**config.mk**
```make
export PLATFORM = sky130hd
export DESIGN_NAME = bgsc_bg_lane
export DESIGN_NICKNAME = d
export VERILOG_FILES = /design/src/rtl/bgsc_age_ctr.sv /design/src/rtl/bgsc_bg_lane.sv
export SDC_FILE = /design/constraint.sdc
export NUM_CORES = 1
export LEC_CHECK = 0
export BUFFER_PORTS_ARGS = -buffer_cell sky130_fd_sc_hd__buf_2
export CAP_MARGIN = 25
export CORE_MARGIN = 2
export CORE_UTILIZATION = 40
export DETAILED_ROUTE_END_ITERATION = 6
export REMOVE_ABC_BUFFERS = 1
export SLEW_MARGIN = 0
export SYNTH_ARGS = -nofsm -noshare
export SYNTH_HDL_FRONTEND = slang
export SYNTH_SLANG_ARGS = --single-unit
```
**constraint.sdc**
```tcl
create_clock -name clk -period 5.44 [get_ports clk]
set_clock_uncertainty 0.05 [all_clocks]
set_input_delay 0.816 -clock clk [delete_from_list [all_inputs] [get_ports clk]]
set_output_delay 0.816 -clock clk [all_outputs]
set_load 0.03 [all_outputs]
```
**src/rtl/bgsc_age_ctr.sv**
```systemverilog
module bgsc_age_ctr #(
  parameter int AGE_W = 10
) (
  input  logic             clk,
  input  logic             rst_n,
  input  logic             load,
  output logic [AGE_W-1:0] age,
  output logic             seen
);
  localparam logic [AGE_W-1:0] AGE_MAX = '1;

  // age equals cycles elapsed since the last load, saturating
  always_ff @(posedge clk or negedge rst_n) begin
    if (!rst_n) begin
      age  <= '0;
      seen <= 1'b0;
    end else if (load) begin
      age  <= AGE_W'(1);
      seen <= 1'b1;
    end else if (seen && age != AGE_MAX) begin
      age <= age + 1'b1;
    end
  end
endmodule

```
**src/rtl/bgsc_bg_lane.sv**
```systemverilog
module bgsc_bg_lane #(
  parameter int AGE_W = 10
) (
  input  logic             clk,
  input  logic             rst_n,
  input  logic             hit_bg,
  input  logic             is_act,
  input  logic             is_rd,
  input  logic             is_wr,
  input  logic [AGE_W-1:0] ccd_l,
  input  logic [AGE_W-1:0] ccd_s,
  input  logic [AGE_W-1:0] wtr_l,
  input  logic [AGE_W-1:0] wtr_s,
  input  logic [AGE_W-1:0] rtw_min,
  input  logic [AGE_W-1:0] rrd_l,
  input  logic [AGE_W-1:0] rrd_s,
  output logic             ccd_hit,
  output logic             wtr_hit,
  output logic             rtw_hit,
  output logic             rrd_hit
);
  logic [AGE_W-1:0] rd_age, wr_age, act_age;
  logic             rd_seen, wr_seen, act_seen;
  logic [AGE_W-1:0] ccd_sel, wtr_sel, rrd_sel;

  bgsc_age_ctr #(.AGE_W(AGE_W)) u_rd (
    .clk(clk), .rst_n(rst_n), .load(is_rd && hit_bg), .age(rd_age), .seen(rd_seen)
  );
  bgsc_age_ctr #(.AGE_W(AGE_W)) u_wr (
    .clk(clk), .rst_n(rst_n), .load(is_wr && hit_bg), .age(wr_age), .seen(wr_seen)
  );
  bgsc_age_ctr #(.AGE_W(AGE_W)) u_act (
    .clk(clk), .rst_n(rst_n), .load(is_act && hit_bg), .age(act_age), .seen(act_seen)
  );

  assign ccd_sel = hit_bg ? ccd_l : ccd_s;
  assign wtr_sel = hit_bg ? wtr_l : wtr_s;
  assign rrd_sel = hit_bg ? rrd_l : rrd_s;

  assign ccd_hit = (is_rd && rd_seen && rd_age < ccd_sel) ||
                   (is_wr && wr_seen && wr_age < ccd_sel);
  assign wtr_hit = is_rd && wr_seen && wr_age < wtr_sel;
  assign rtw_hit = is_wr && rd_seen && rd_age < rtw_min;
  assign rrd_hit = is_act && act_seen && act_age < rrd_sel;
endmodule

```
==> key figures <==
STA
  • Final setup TNS: 0 ns
  • Hold Violations, Final: 0
  • Slew headroom: between 50 and 60%
  • Final setup viols: 0
  • Final period utilization: between 70% and 80%
  • Max Freq: 0.2578 GHz
  • Worst Tran Pin Value: 0.7208 ns
  • Min Tclk post-route: slightly below 4 ns
  • Max-slew violation count: 0
  • Unrepaired setup endpoints after global routing: no

GRT
  • Met2 Use GR: around 28%
  • Vias in the first global route: 2573
  • Most Used Layer, Global Route: met2
  • GRT met3 Usage: roughly 2.8%
  • Initial antenna violation count: 0
  • Congestion Overflow GR: 0
  • Largest net degree at the start of global routing: 34
  • Gr usage total: ~17%
  • First-pass GRT wire length: 11220 um
  • Grt met1 use: about a fifth

Layout
  • Ratio of cells with drive above 1 in the final layout: between 20% and 30%
  • Post-layout net count: between 500 and 600
  • Fin cells: about 500
  • Ant diodes: 0
  • Fill cells: roughly 730
  • Commonest non-fill, non-tap cell in the layout: buf_2
  • Most frequent cells in the layout: buf_2, ha_1, mux2i_1, dfrtp_1, nor2_1
  • Register Area: 825.8 sq um
  • P&R area growth vs syn: 19.06%
  • Multi-input gate area: between 2000 and 2500 sq um

Clock tree
  • Clock root buffer: clkbuf_8
  • Clock latency on the worst-skew pair: 0.29 ns
  • Post-CTS Repair Setup Buffers: 0
  • Clk buf depth: 2
  • Clk sinks: 33
  • CTS Hold Bufs: 0
  • H-tree Lvls: 2
  • Post_cts resized: 0
  • Clk slew on worst S/H paths: 0.06 ns
  • Inserted Clock Buffers: 5
  • TritonCTS clock tree: done

Synth
  • Post-synthesis cell area: about 3000 sq um
  • YS warnings: 0
  • Syn avg cell area: 9.125 sq um
  • Seq/Total Area, Yosys: about 28%
  • Share of the synthesized area in the top cell type: 27.59%
  • Library cells used by synthesis: 39
  • Register bit total from synthesis: 33
  • Top post-synthesis cells by area: dfrtp_1, ha_1, mux2i_1, nor2_1, nand2_1
  • Cell taking the most area after synthesis: dfrtp_1
  • Syn Inst Count: roughly 330

Placement
  • # placed instances: 499
  • GP Congestion: between 0.8 and 0.9
  • Number of buffers added on ports: slightly below 80
  • Hpwl dp: 5350 um

Critical path
  • Setup crit end kind: output pin
  • Worst Path Arrival: 3.01 ns
  • R2R setup slack: 3.52 ns
  • R2r startpoint: u_wr.age[0]
  • Critical path class: primary input to output pin
  • Number of cells on the critical path: 10
  • CP Launch Type: primary input
  • CP max stage delay: roughly 0.43 ns
  • Worst-path fanout max: 25
  • Worst path bufs/invs: 3
  • Cells on worst reg2reg path: 6
  • CP Data Required Time: between 4 and 5 ns
  • Slowest library cell on the worst path: buf_4
  • Delay-heaviest family, CP: buffers and inverters
  • Worst setup path start: hit_bg
  • CP Cell Sequence: buf_2 -> buf_4 -> mux2i_1 -> ha_1 -> a21oi_1 -> nor2b_1 -> o21ai_0 -> a21oi_1 -> a2111oi_2 -> buf_2

Power
  • Sw power: 0.2902 mW
  • Clock network power share: ~22%
  • Cell leakage power: about 1.9 nW
  • Internal Pwr Total: approximately 0.50 mW
  • Net Sw Frac: 36.52%
  • Max VDD drop: around 0.13 mV
  • Power Density: between 200 and 250 nW/um^2
  • Flop pwr share: between 40% and 50%
  • Comb pwr share: between 30% and 40%

Routing
  • DR vias: about 2700
  • Final WL: between 6000 and 7000 um
  • Vias/cell: between 5 and 6
  • Initial detailed-routing violation count: between 60 and 70
  • Post-DRT Antenna Nets: 0
  • Initial DRT Pass Iterations: 4
  • WL/cell: about 13 um
  • DR DRC count: 0

Hold path
  • Worst min-delay path class: flop to flop
  • Hold Startpoint: u_rd.age[8]
  • Min-Delay Path Depth: 1

Die
  • CORE AREA: 7253 sq um
  • Die width: about 90 um
  • # rows: 31
  • Initial Util: 41.26%
  • Io pins: 80
  • Die Span Y: 90.50 um
  • Die area: approximately 8200 sq um

Flow run
  • Max_cap viols: 0

Run status
  • Status: completed
==> area by class of cell <==
cell class,instances,area share [%]
Clock buffer,6,2.037
Clock inverter,2,0.2809
Inverter,13,1.369
Multi-Input combinational cell,274,58.36
Sequential cell,33,23.17
Tap cell,99,3.476
Timing Repair Buffer,80,11.31
==> state kept, by name (all words and copies together), names as in the netlist <==
register    flops
u_wr.age       10
u_rd.age       10
u_wr.seen       1
u_act.seen      1
u_act.age      10
u_rd.seen       1
==> worst paths after layout <==
kind / endpoint
max: wtr_hit
min: u_rd.age[8]
max reg2reg: u_wr.age[9]
min reg2reg: u_rd.age[8]
max in group asynchronous: u_act.age[4]
min in group asynchronous: u_wr.age[7]
==> synth_stat cells <==
cell type,count
a2111oi_0,1
a2111oi_2,2
a2111oi_4,1
a211o_1,1
a211oi_1,4
a21o_1,10
a21oi_1,17
a31oi_1,3
a41oi_1,1
and2_1,3
and2_2,1
and3_1,1
and4_1,2
buf_1,1
buf_2,4
buf_4,1
clkbuf_1,2
dfrtp_1,33
ha_1,48
inv_1,13
mux2i_1,35
nand2_1,24
nand2b_1,3
nand3_1,16
nand4_1,14
nand4_2,1
nor2_1,32
nor2b_1,4
nor3_1,11
nor4_1,3
o21ai_0,8
o21ai_2,1
o31a_1,1
o31ai_4,1
o41ai_1,2
or2_2,2
or3_1,6
xnor2_1,5
xor2_1,10
==> stage by stage <==
stage | power, mW | area [sq um] | setup slack (ns) | hold slack, ns | utilization [%]
after global placement | 0.6155 | 3481 | 1.599 | 0.5046 | 47.99
after global routing | 0.8696 | 3563 | 1.369 | 0.5513 | 49.13
after detailed placement | 0.6277 | 3481 | 1.527 | 0.5094 | 47.99
after CTS | 0.8083 | 3563 | 1.537 | 0.5214 | 49.13
final | 0.7947 | 3563 | 1.561 | 0.5149 | 49.13
after floorplan | 0.5262 | 2954 | 1.873 | 0.4510 | -
==> metal layers <==
layer	routed length, um	part of all wire [%]	vias to the layer above
li1	-	-	1375
met1	3017	46	1224
met2	3167	48	49
met3	228	3.5	10
met4	133	2.0	0
met5	0	0	-
==> worst reg2reg max path, stage by stage (launching register included) <==
cell and delay, ns:
dfrtp_1 0.46, ha_1 0.29, and2_2 0.22, a2111oi_4 0.41
nand4_1 0.16, xor2_1 0.15, nor2_1 0.05
==> logic make-up after synthesis <==
logic type                 count (synthesis)  share of synthesized area, %
AOI/OAI and AO/OA                         53                         13.00
adders and majority gates                 48                         20.07
xor gates and xnor gates                  15                         4.389
DFF                                       33                         27.59
buffers and inverters                     21                         2.927
muxes                                     35                         11.71
and+or+nand+nor                          123                         20.32
==> power groups by stage <==
stage | registers (mW) | logic [mW] | clock network, mW
CTS | 0.348 | 0.277 | 0.184
global route | 0.355 | 0.322 | 0.192
global placement | 0.351 | 0.265 | 0
finish | 0.348 | 0.270 | 0.177
detailed placement | 0.352 | 0.275 | 0
floorplan | 0.331 | 0.195 | 0
Power figures use the tool's default switching activity.
